==> src/rtl/irq_flag_pkg.sv <==
// Package irq_flag_pkg
// Shared constants for the masked interrupt flag register: flag bit
// positions, register addresses and wake-enable bit positions.
package irq_flag_pkg;
    localparam int FLAG_W = 8;
    localparam int ADDR_W = 2;
    localparam int WEN_W  = 3;

    // Flag bit positions (the order software decodes)
    localparam int F_TMR  = 0;
    localparam int F_PCHG = 1;
    localparam int F_EXT  = 2;
    localparam int F_TMRA = 3;
    localparam int F_TMRB = 4;
    localparam int F_TMRC = 5;
    localparam int F_HPW  = 6;
    localparam int F_LPW  = 7;

    // Register addresses
    localparam logic [ADDR_W-1:0] A_STATUS = 2'd0;
    localparam logic [ADDR_W-1:0] A_MASK   = 2'd1;
    localparam logic [ADDR_W-1:0] A_WEN    = 2'd2;

    // Wake-enable bit positions
    localparam int W_PCHG = 0;
    localparam int W_CMP  = 1;
    localparam int W_LVD  = 2;
endpackage

==> src/rtl/irq_sync.sv <==
// Module irq_sync
// Multi-flop synchronizer for a vector of asynchronous inputs.
// Assumes each bit is independent: no multi-bit coherence is promised.
module irq_sync #(
    parameter int W       = 1,
    parameter int STAGES  = 2,
    parameter logic RST_VAL = 1'b0
) (
    input  logic         clk,
    input  logic         rst_n,
    input  logic [W-1:0] d_async,
    output logic [W-1:0] q_sync
);
    logic [W-1:0] stg [STAGES];

    generate
        for (genvar i = 0; i < STAGES; i++) begin : g_stage
            // One flop stage of the synchronizer chain
            always_ff @(posedge clk) begin
                if (!rst_n) stg[i] <= {W{RST_VAL}};
                else if (i == 0) stg[i] <= d_async;
                else stg[i] <= stg[(i == 0) ? 0 : i-1];
            end
        end
    endgenerate

    assign q_sync = stg[STAGES-1];
endmodule

==> src/rtl/irq_edge_det.sv <==
// Module irq_edge_det
// Detects a falling edge on the synchronized external pin and any change on
// the synchronized port. Detection is held off until the synchronizer chain
// and the history flops hold real pin samples (STAGES+1 edges after reset).
module irq_edge_det #(
    parameter int PORT_W = 8,
    parameter int STAGES = 2
) (
    input  logic              clk,
    input  logic              rst_n,
    input  logic              ext_s,
    input  logic [PORT_W-1:0] port_s,
    output logic              ext_fall,
    output logic              port_chg
);
    localparam int WARM   = STAGES + 1;
    localparam int WCNT_W = $clog2(WARM + 1);

    logic              ext_prev;
    logic [PORT_W-1:0] port_prev;
    logic [WCNT_W-1:0] warm_cnt;
    logic              armed;

    // History of the synchronized inputs, one cycle back
    always_ff @(posedge clk) begin
        if (!rst_n) begin
            ext_prev  <= 1'b1;
            port_prev <= '0;
        end else begin
            ext_prev  <= ext_s;
            port_prev <= port_s;
        end
    end

    // Warm-up counter that arms detection once history is valid
    always_ff @(posedge clk) begin
        if (!rst_n) warm_cnt <= '0;
        else if (!armed) warm_cnt <= warm_cnt + 1'b1;
    end

    assign armed    = (warm_cnt == WCNT_W'(WARM));
    assign ext_fall = armed & ext_prev & ~ext_s;
    assign port_chg = armed & (port_prev != port_s);
endmodule

==> src/rtl/irq_flag_core.sv <==
// Module irq_flag_core
// Sticky flag register. Hardware set bits OR in every cycle; a software
// write clears bits written as 0. A set beats a clear on the same bit.
module irq_flag_core #(
    parameter int W = 8
) (
    input  logic         clk,
    input  logic         rst_n,
    input  logic [W-1:0] hw_set,
    input  logic         clr_we,
    input  logic [W-1:0] clr_keep,
    output logic [W-1:0] flags
);
    logic [W-1:0] keep_v;

    // Bits to retain this cycle: all, or only those written as 1
    always_comb keep_v = clr_we ? clr_keep : {W{1'b1}};

    // Flag state update with set priority
    always_ff @(posedge clk) begin
        if (!rst_n) flags <= '0;
        else flags <= (flags & keep_v) | hw_set;
    end
endmodule

==> src/rtl/irq_regif.sv <==
// Module irq_regif
// Register interface: address decode, mask and wake-enable registers,
// combinational read mux, interrupt and wake request generation.
module irq_regif
    import irq_flag_pkg::*;
(
    input  logic              clk,
    input  logic              rst_n,
    input  logic              reg_wr,
    input  logic [ADDR_W-1:0] reg_addr,
    input  logic [FLAG_W-1:0] reg_wdata,
    input  logic [FLAG_W-1:0] flags,
    input  logic              cmp_evt,
    input  logic              lvd_evt,
    output logic              clr_we,
    output logic [FLAG_W-1:0] mask,
    output logic [WEN_W-1:0]  wen,
    output logic [FLAG_W-1:0] reg_rdata,
    output logic              irq,
    output logic              wake_req
);
    logic [FLAG_W-1:0] masked;

    assign clr_we = reg_wr && (reg_addr == A_STATUS);
    assign masked = flags & mask;

    // Mask and wake-enable registers
    always_ff @(posedge clk) begin
        if (!rst_n) begin
            mask <= '0;
            wen  <= '0;
        end else if (reg_wr) begin
            if (reg_addr == A_MASK) mask <= reg_wdata;
            if (reg_addr == A_WEN)  wen  <= reg_wdata[WEN_W-1:0];
        end
    end

    // Read data mux
    always_comb begin
        case (reg_addr)
            A_STATUS: reg_rdata = masked;
            A_MASK:   reg_rdata = mask;
            A_WEN:    reg_rdata = {{(FLAG_W-WEN_W){1'b0}}, wen};
            default:  reg_rdata = '0;
        endcase
    end

    // Interrupt and wake request outputs
    always_comb begin
        irq      = |masked;
        wake_req = (wen[W_PCHG] & flags[F_PCHG])
                 | (wen[W_CMP]  & cmp_evt)
                 | (wen[W_LVD]  & lvd_evt);
    end
endmodule

==> src/rtl/irq_flag_reg.sv <==
// Module irq_flag_reg
// Top of the masked interrupt flag register. Synchronizes the pin inputs,
// detects pin events, keeps sticky flags and serves the register interface.
// Assumes timer event inputs are synchronous to clk.
module irq_flag_reg
    import irq_flag_pkg::*;
#(
    parameter int PORT_W = 8,
    parameter int STAGES = 2
) (
    input  logic              clk,
    input  logic              rst_n,
    input  logic              tmr_ovf,
    input  logic              tmra_ovf,
    input  logic              tmrb_ovf,
    input  logic              tmrc_ovf,
    input  logic              hpw_unf,
    input  logic              lpw_unf,
    input  logic              ext_pin,
    input  logic [PORT_W-1:0] port_in,
    input  logic              cmp_evt,
    input  logic              lvd_evt,
    input  logic              reg_wr,
    input  logic [1:0]        reg_addr,
    input  logic [7:0]        reg_wdata,
    output logic [7:0]        reg_rdata,
    output logic              irq,
    output logic              wake_req
);
    logic              ext_s;
    logic [PORT_W-1:0] port_s;
    logic              ext_fall;
    logic              port_chg;
    logic [FLAG_W-1:0] hw_set;
    logic [FLAG_W-1:0] flags;
    logic [FLAG_W-1:0] mask;
    logic [WEN_W-1:0]  wen;
    logic              clr_we;

    irq_sync #(.W(1), .STAGES(STAGES), .RST_VAL(1'b1)) u_ext_sync (
        .clk(clk), .rst_n(rst_n), .d_async(ext_pin), .q_sync(ext_s)
    );

    irq_sync #(.W(PORT_W), .STAGES(STAGES), .RST_VAL(1'b0)) u_port_sync (
        .clk(clk), .rst_n(rst_n), .d_async(port_in), .q_sync(port_s)
    );

    irq_edge_det #(.PORT_W(PORT_W), .STAGES(STAGES)) u_edge (
        .clk(clk), .rst_n(rst_n), .ext_s(ext_s), .port_s(port_s),
        .ext_fall(ext_fall), .port_chg(port_chg)
    );

    // Gather set events into flag positions
    always_comb begin
        hw_set         = '0;
        hw_set[F_TMR]  = tmr_ovf;
        hw_set[F_PCHG] = port_chg;
        hw_set[F_EXT]  = ext_fall;
        hw_set[F_TMRA] = tmra_ovf;
        hw_set[F_TMRB] = tmrb_ovf;
        hw_set[F_TMRC] = tmrc_ovf;
        hw_set[F_HPW]  = hpw_unf;
        hw_set[F_LPW]  = lpw_unf;
    end

    irq_flag_core #(.W(FLAG_W)) u_core (
        .clk(clk), .rst_n(rst_n), .hw_set(hw_set), .clr_we(clr_we),
        .clr_keep(reg_wdata), .flags(flags)
    );

    irq_regif u_regif (
        .clk(clk), .rst_n(rst_n), .reg_wr(reg_wr), .reg_addr(reg_addr),
        .reg_wdata(reg_wdata), .flags(flags), .cmp_evt(cmp_evt),
        .lvd_evt(lvd_evt), .clr_we(clr_we), .mask(mask), .wen(wen),
        .reg_rdata(reg_rdata), .irq(irq), .wake_req(wake_req)
    );
endmodule

==> config.mk <==
export PLATFORM = sky130hd
export DESIGN_NAME = irq_flag_reg
export DESIGN_NICKNAME = d
export VERILOG_FILES = /design/src/rtl/irq_flag_pkg.sv /design/src/rtl/irq_sync.sv /design/src/rtl/irq_edge_det.sv /design/src/rtl/irq_flag_core.sv /design/src/rtl/irq_regif.sv /design/src/rtl/irq_flag_reg.sv
export SDC_FILE = /design/constraint.sdc
export NUM_CORES = 1
export LEC_CHECK = 0
export BUFFER_PORTS_ARGS = -buffer_cell sky130_fd_sc_hd__buf_2
export CAP_MARGIN = 10
export CORE_ASPECT_RATIO = 0.6
export CORE_MARGIN = 2
export CORE_UTILIZATION = 45
export DETAILED_ROUTE_END_ITERATION = 7
export MAX_ROUTING_LAYER = met4
export PLACE_DENSITY = 0.75
export SLEW_MARGIN = 20
export SYNTH_ARGS = -nofsm -noshare
export SYNTH_HDL_FRONTEND = slang
export SYNTH_SLANG_ARGS = --single-unit
==> constraint.sdc <==
create_clock -name clk -period 1.4 [get_ports clk]
set_input_delay 0.07 -clock clk [delete_from_list [all_inputs] [get_ports clk]]
set_output_delay 0.07 -clock clk [all_outputs]
set_load 0.005 [all_outputs]
# Word-level counts from Yosys, hierarchy flattened
# Memories as Yosys holds them, arrays and structs flattened.
# Cells that the tools add are included.
op_classes:
  n_addsub: 1
  n_eq_ne: 4
  bitwise: 16
  n_reduce_logical: 5
  muxes: 8
ops:
  columns: ["op", "n"]
  rows:
  - ["$mux W8", 3]
  - ["$pmux W8 S3", 1]
  - ["$and A8 B8 Y8", 2]
  - ["$ne A8 B8 Y1", 1]
  - ["$or A8 B8 Y8", 1]
  - ["$reduce_or A8 Y1", 1]
  - ["$and A1 B1 Y1", 6]
  - ["$or A1 B1 Y1", 6]
  - ["$eq A2 B2 Y1 const B", 2]
  - ["$mux W1", 4]
  - ["$reduce_and A2 Y1", 2]
  - ["$add A2 B1 Y2 const B", 1]
  - ["$eq A2 B1 Y1 const B", 1]
  - ["$logic_not A2 Y1", 1]
  - ["$logic_and A1 B1 Y1", 1]
  - ["$not A1 Y1", 1]
word_totals:
  memories: 2
  ram_bits: 18
  output_inout_bits: 10
  reg_bits: 30
  in_bits: 30
mem_list:
  columns: ["name", "depth", "width", "read_ports", "rd_clocked_by_memory_dff", "write_ports", "line_no", "rtl"]
  rows:
  - ["u_port_sync.stg", 2, 8, 2, 0, 2, "irq_sync.sv:14", "logic [W-1:0] stg [STAGES];"]
  - ["u_ext_sync.stg", 2, 1, 2, 0, 2, "irq_sync.sv:14", null]

# Logic depth before layout (Yosys ltp)
logic_depth:
  depth_word: 5
  mapped_depth: 5
  depth_no_buf: 4

# Hierarchy
# Synthesis repeated with hierarchy kept, for this count alone.
hier_totals:
  cells_unflattened: 184
  area_unflattened_um2: 1885.6
by_module_without_submodules:
  columns: ["module", "area_per_inst_um2", "seq_area_each_um2", "instances", "cells_each"]
  rows:
  - ["irq_regif", 633.1, 220.2, 1, 76]
  - ["irq_sync (u_port_sync)", 446.7, 320.3, 1, 33]
  - ["irq_edge_det", 422.9, 220.2, 1, 39]
  - ["irq_flag_core", 330.3, 160.2, 1, 32]
  - ["irq_sync (u_ext_sync)", 52.6, 40.0, 1, 4]

# Worst setup path after synthesis
# Ideal clock, no wire load.
synth_path:
  kind: "register to register"
  start: "reg u_edge.warm_cnt[0]"
  end: "reg u_edge.warm_cnt[0]"
  slack_ns: 0.481
  synth_period_minus_slack_ns: 0.919
  stages_incl_launch_ff: 4
  arrival_ns: 0.804
  path_cell_list: "dfxtp_1 -> ha_1 -> xnor2_1 -> and2_1"
synth_via:
  elab_chain_len: 1
synth_lines:
  columns: ["item", "line_no", "rtl"]
  rows:
  - ["from (decl)", "irq_edge_det.sv:21", "logic [WCNT_W-1:0] warm_cnt;"]
  - ["from (signal assigned)", "irq_edge_det.sv:38", "else if (!armed) warm_cnt <= warm_cnt + 1'b1;"]
  - ["$add A2 B1 Y2 or $eq A2 B2 Y1 (tied branches)", "irq_edge_det.sv:38, irq_edge_det.sv:41", null]
# Several ways; a longest one is shown, not always the timed one.
# A chain may end at the register's enable or synchronous reset.

# Final worst setup path
layout_path:
  start: "reg u_core.flags[1]"
  end: "out wake_req"
layout_via:
  elab_chain_len: 3
layout_lines:
  columns: ["item", "line_no", "rtl"]
  rows:
  - ["from (decl)", "irq_flag_core.sv:12", "output logic [W-1:0] flags"]
  - ["from (signal assigned)", "irq_flag_core.sv:22", "else flags <= (flags & keep_v) | hw_set;"]
  - ["$and A1 B1 Y1", "irq_regif.sv:51", "wake_req = (wen[W_PCHG] & flags[F_PCHG])"]
  - ["$or A1 B1 Y1", "irq_regif.sv:52", "| (wen[W_CMP] & cmp_evt)"]
  - ["$or A1 B1 Y1", "irq_regif.sv:53", "| (wen[W_LVD] & lvd_evt);"]
  - ["to (decl)", "irq_flag_reg.sv:28", "output logic wake_req"]
# No other way between the ends.

==> flow_metrics.tcl <==
set metrics [dict create \
    yosysSeqAreaShare_pct 53.0 \
    ir_drop_mv 0.602 \
    rr_worst_depth 3 \
    crit_start "u_core.flags[1]" \
    layout-drive-gt1-share_pct 23.0 \
    dieWidth_um 85.9 \
    post-route-min-period_ps 1280 \
    drcViolationCount 0 \
    period_share_pct 91.2 \
    hp-class "input pin to register" \
    initial_core_util_pct 48.2 \
    grt_start_max_net_pins 30 \
    grt_pass1_vias 1247 \
    rr_startpoint "u_edge.warm_cnt[0]" \
    clock.fmax_ghz 0.783 \
    critPathTopFamily "flip-flops" \
    pin_count 40 \
    outcome "complete, no violations" \
    std_cell_rows 17 \
    area_growth_pct 27.5 \
    cp_data_arrival_time_ps 1210 \
    core_area_mm2 0.00376 \
    dieArea_mm2 0.00457 \
    worst-path-stages 3 \
    gp_congestion 0.715 \
    dr.pass1.iters 4 \
    nets 252 \
    yosysWarnings 0 \
    hpwl_um 2370 \
    maxSlewHeadroom_pct 73.8 \
    cp_cell_sequence "a222oi_1, inv_1, buf_2" \
    grt_first_pass_wirelength_um 5810 \
    syn_area_mm2 0.00181 \
    synth_top_area_share_pct 53.0 \
    wl_per_cell_um 13.0 \
    crit_slowest_cell "dfxtp_1" \
    portBuffers 39 \
    clockBufferDepth 2 \
    async_reset_ff_share_pct 0 \
    track_usage_pct 17.7 \
    slew_viol_final 0 \
    viasPerCell 4.92 \
    worstMarginPinSlew_ps 392 \
    synth_edf_count 0 \
    cp-start-kind "register" \
    via_count 1323 \
    tns_ps 0 \
    required_ps 1330 \
    synth.area.top_cells "dfxtp_1, and2_1, mux2i_1, o21a_1, xnor2_1" \
    yosysMostFrequentCell "dfxtp_1" \
    drtIter0Drc 48 \
    ys_seq_elements 48 \
    syn_nets 198 \
    crit_type "register to primary output" \
    endpoint "wake_req" \
    cts_tree "done" \
    avgSynthCellArea_um2 10.9 \
    die_h_um 53.2 \
    overflow 0 \
    worst-path-buf-inv 2 \
    clk_pin_slew_worst_paths_ps 90 \
    htree_num_levels 2 \
    setup_viol 0 \
    fin_skew_ps 5.16 \
    fillers 319 \
    power_density_mw_per_mm2 1200 \
    end_kind "primary output" \
    rsz0062_at_grt "no" \
    synth_cell_types 24 \
    r2r_slack_ps 410 \
    drtAntennaViolNets 0 \
    cts.sinks 48 \
    ys.flop_type "dfxtp_1" \
    cap_violations 0 \
    synth_largest_area_cell "dfxtp_1" \
    cts_buffers 5 \
    r2r_end "u_edge.warm_cnt[1]" \
    synthTopCellsByCount "dfxtp_1, and2_1, nand2_1, o21a_1, nor2b_1" \
    power.leakage_nw 1.07 \
    clk_latency_ps 310 \
    power.total_mw 2.77 \
    synth_cells 167 \
    grt_antenna_before_repair 0 \
    critPathMaxFanout 4 \
    cp_slowest_stage_delay_ps 370 \
    hold_viol 0 \
    antennaDiodeCount 0 \
    cts_root_buf "clkbuf_8" \
    drt_wl_total_um 3510 \
]
[worst min path at each step]
stage / from / end / slack, ps / cells after the start
after floorplan: rst_n / u_edge.ext_prev / 160 / 1
after global placement: ext_pin / u_ext_sync.stg[0] / 270 / 2
after detailed placement: ext_pin / u_ext_sync.stg[0] / 280 / 2
after CTS: reg_wdata[7] / u_regif.mask[7] / 20 / 3
after global routing: reg_wdata[6] / u_regif.mask[6] / 40 / 3
final: reg_wdata[0] / u_regif.wen[0] / 40 / 3
[cells by family after synthesis]
| logic type | after synthesis | synth area share (%) |
|---|---|---|
| muxes | 9 | 4.97 |
| adders and majority gates | 1 | 0.690 |
| and+or+nand+nor | 58 | 19.5 |
| AOI/OAI and AO/OA | 32 | 13.9 |
| xor gates and xnor gates | 9 | 4.35 |
| buffers and inverters | 10 | 3.52 |
| DFF | 48 | 53.0 |
[through the flow]
stage | hold WS (ps) | setup slack (ps) | cells | area, µm² | utilization (%)
2_1_floorplan | 159 | 481 | 167 | 1810 | -
3_3_place_gp | 267 | 395 | 246 | 2040 | 54.3
3_5_place_dp | 278 | 385 | 246 | 2040 | 54.3
4_1_cts | 21.2 | 112 | 269 | 2310 | 61.4
5_1_grt | 38.4 | 22.9 | 269 | 2310 | 61.4
6_report | 41.0 | 123 | 269 | 2310 | 61.4
[layout by cell type, fill, tap and decap left out, types with 4 or more instances in the layout]
cell / instances
nor2b_1: 10
nand2_1: 12
o211ai_1: 6
o211a_1: 5
dlygate4sd3_1: 15
a22oi_1: 4
xnor2_1: 9
o21a_1: 12
clkbuf_8: 5
mux2i_1: 9
and2_1: 25
buf_2: 39
dfxtp_1: 48
[final cells by class]
class / count / area (µm²) / area share [%]
well taps: 47 / 58.8 / 2.54
multi-input cells: 109 / 788 / 34.1
flip-flops and latches: 48 / 961 / 41.6
inverters: 2 / 21.3 / 0.920
clock buffers: 5 / 68.8 / 2.98
clock inverters: 3 / 47.5 / 2.06
repair buffers: 55 / 365 / 15.8
[metal layers]
metal | up-vias | global-route usage [%] | routed length [µm]
met5 | - | - | 0
met4 | 0 | 10.3 | 71
met3 | 8 | 4.68 | 185
met2 | 30 | 24.3 | 1460
met1 | 607 | 23.3 | 1790
li1 | 678 | - | -
[tightest hold or removal path, cell delays in order]
cell	delay, ps
buf_2	120
nand3_1	60
a21boi_1	50
[sequential cells by signal (all words and copies together), names as in the netlist]
name	count
u_edge.ext_prev	1
u_core.flags	8
u_port_sync.stg	16
u_edge.port_prev	8
u_ext_sync.stg	2
u_regif.wen	3
u_edge.warm_cnt	2
u_regif.mask	8
[power by group]
part | internal (mW) | leakage [nW] | switching [mW]
clock network | 0.538 | 0.0583 | 0.481
registers | 1.44 | 0.395 | 0.0423
logic | 0.162 | 0.621 | 0.116
total | 2.14 | 1.07 | 0.639
[what timing repair did]
action                                 CTS  global route
buffers inserted                         0             0
hold buffers                            15             0
gates resized for setup                  0             0
endpoints found under the hold margin   15             0
(Power assumes the default switching activity.)
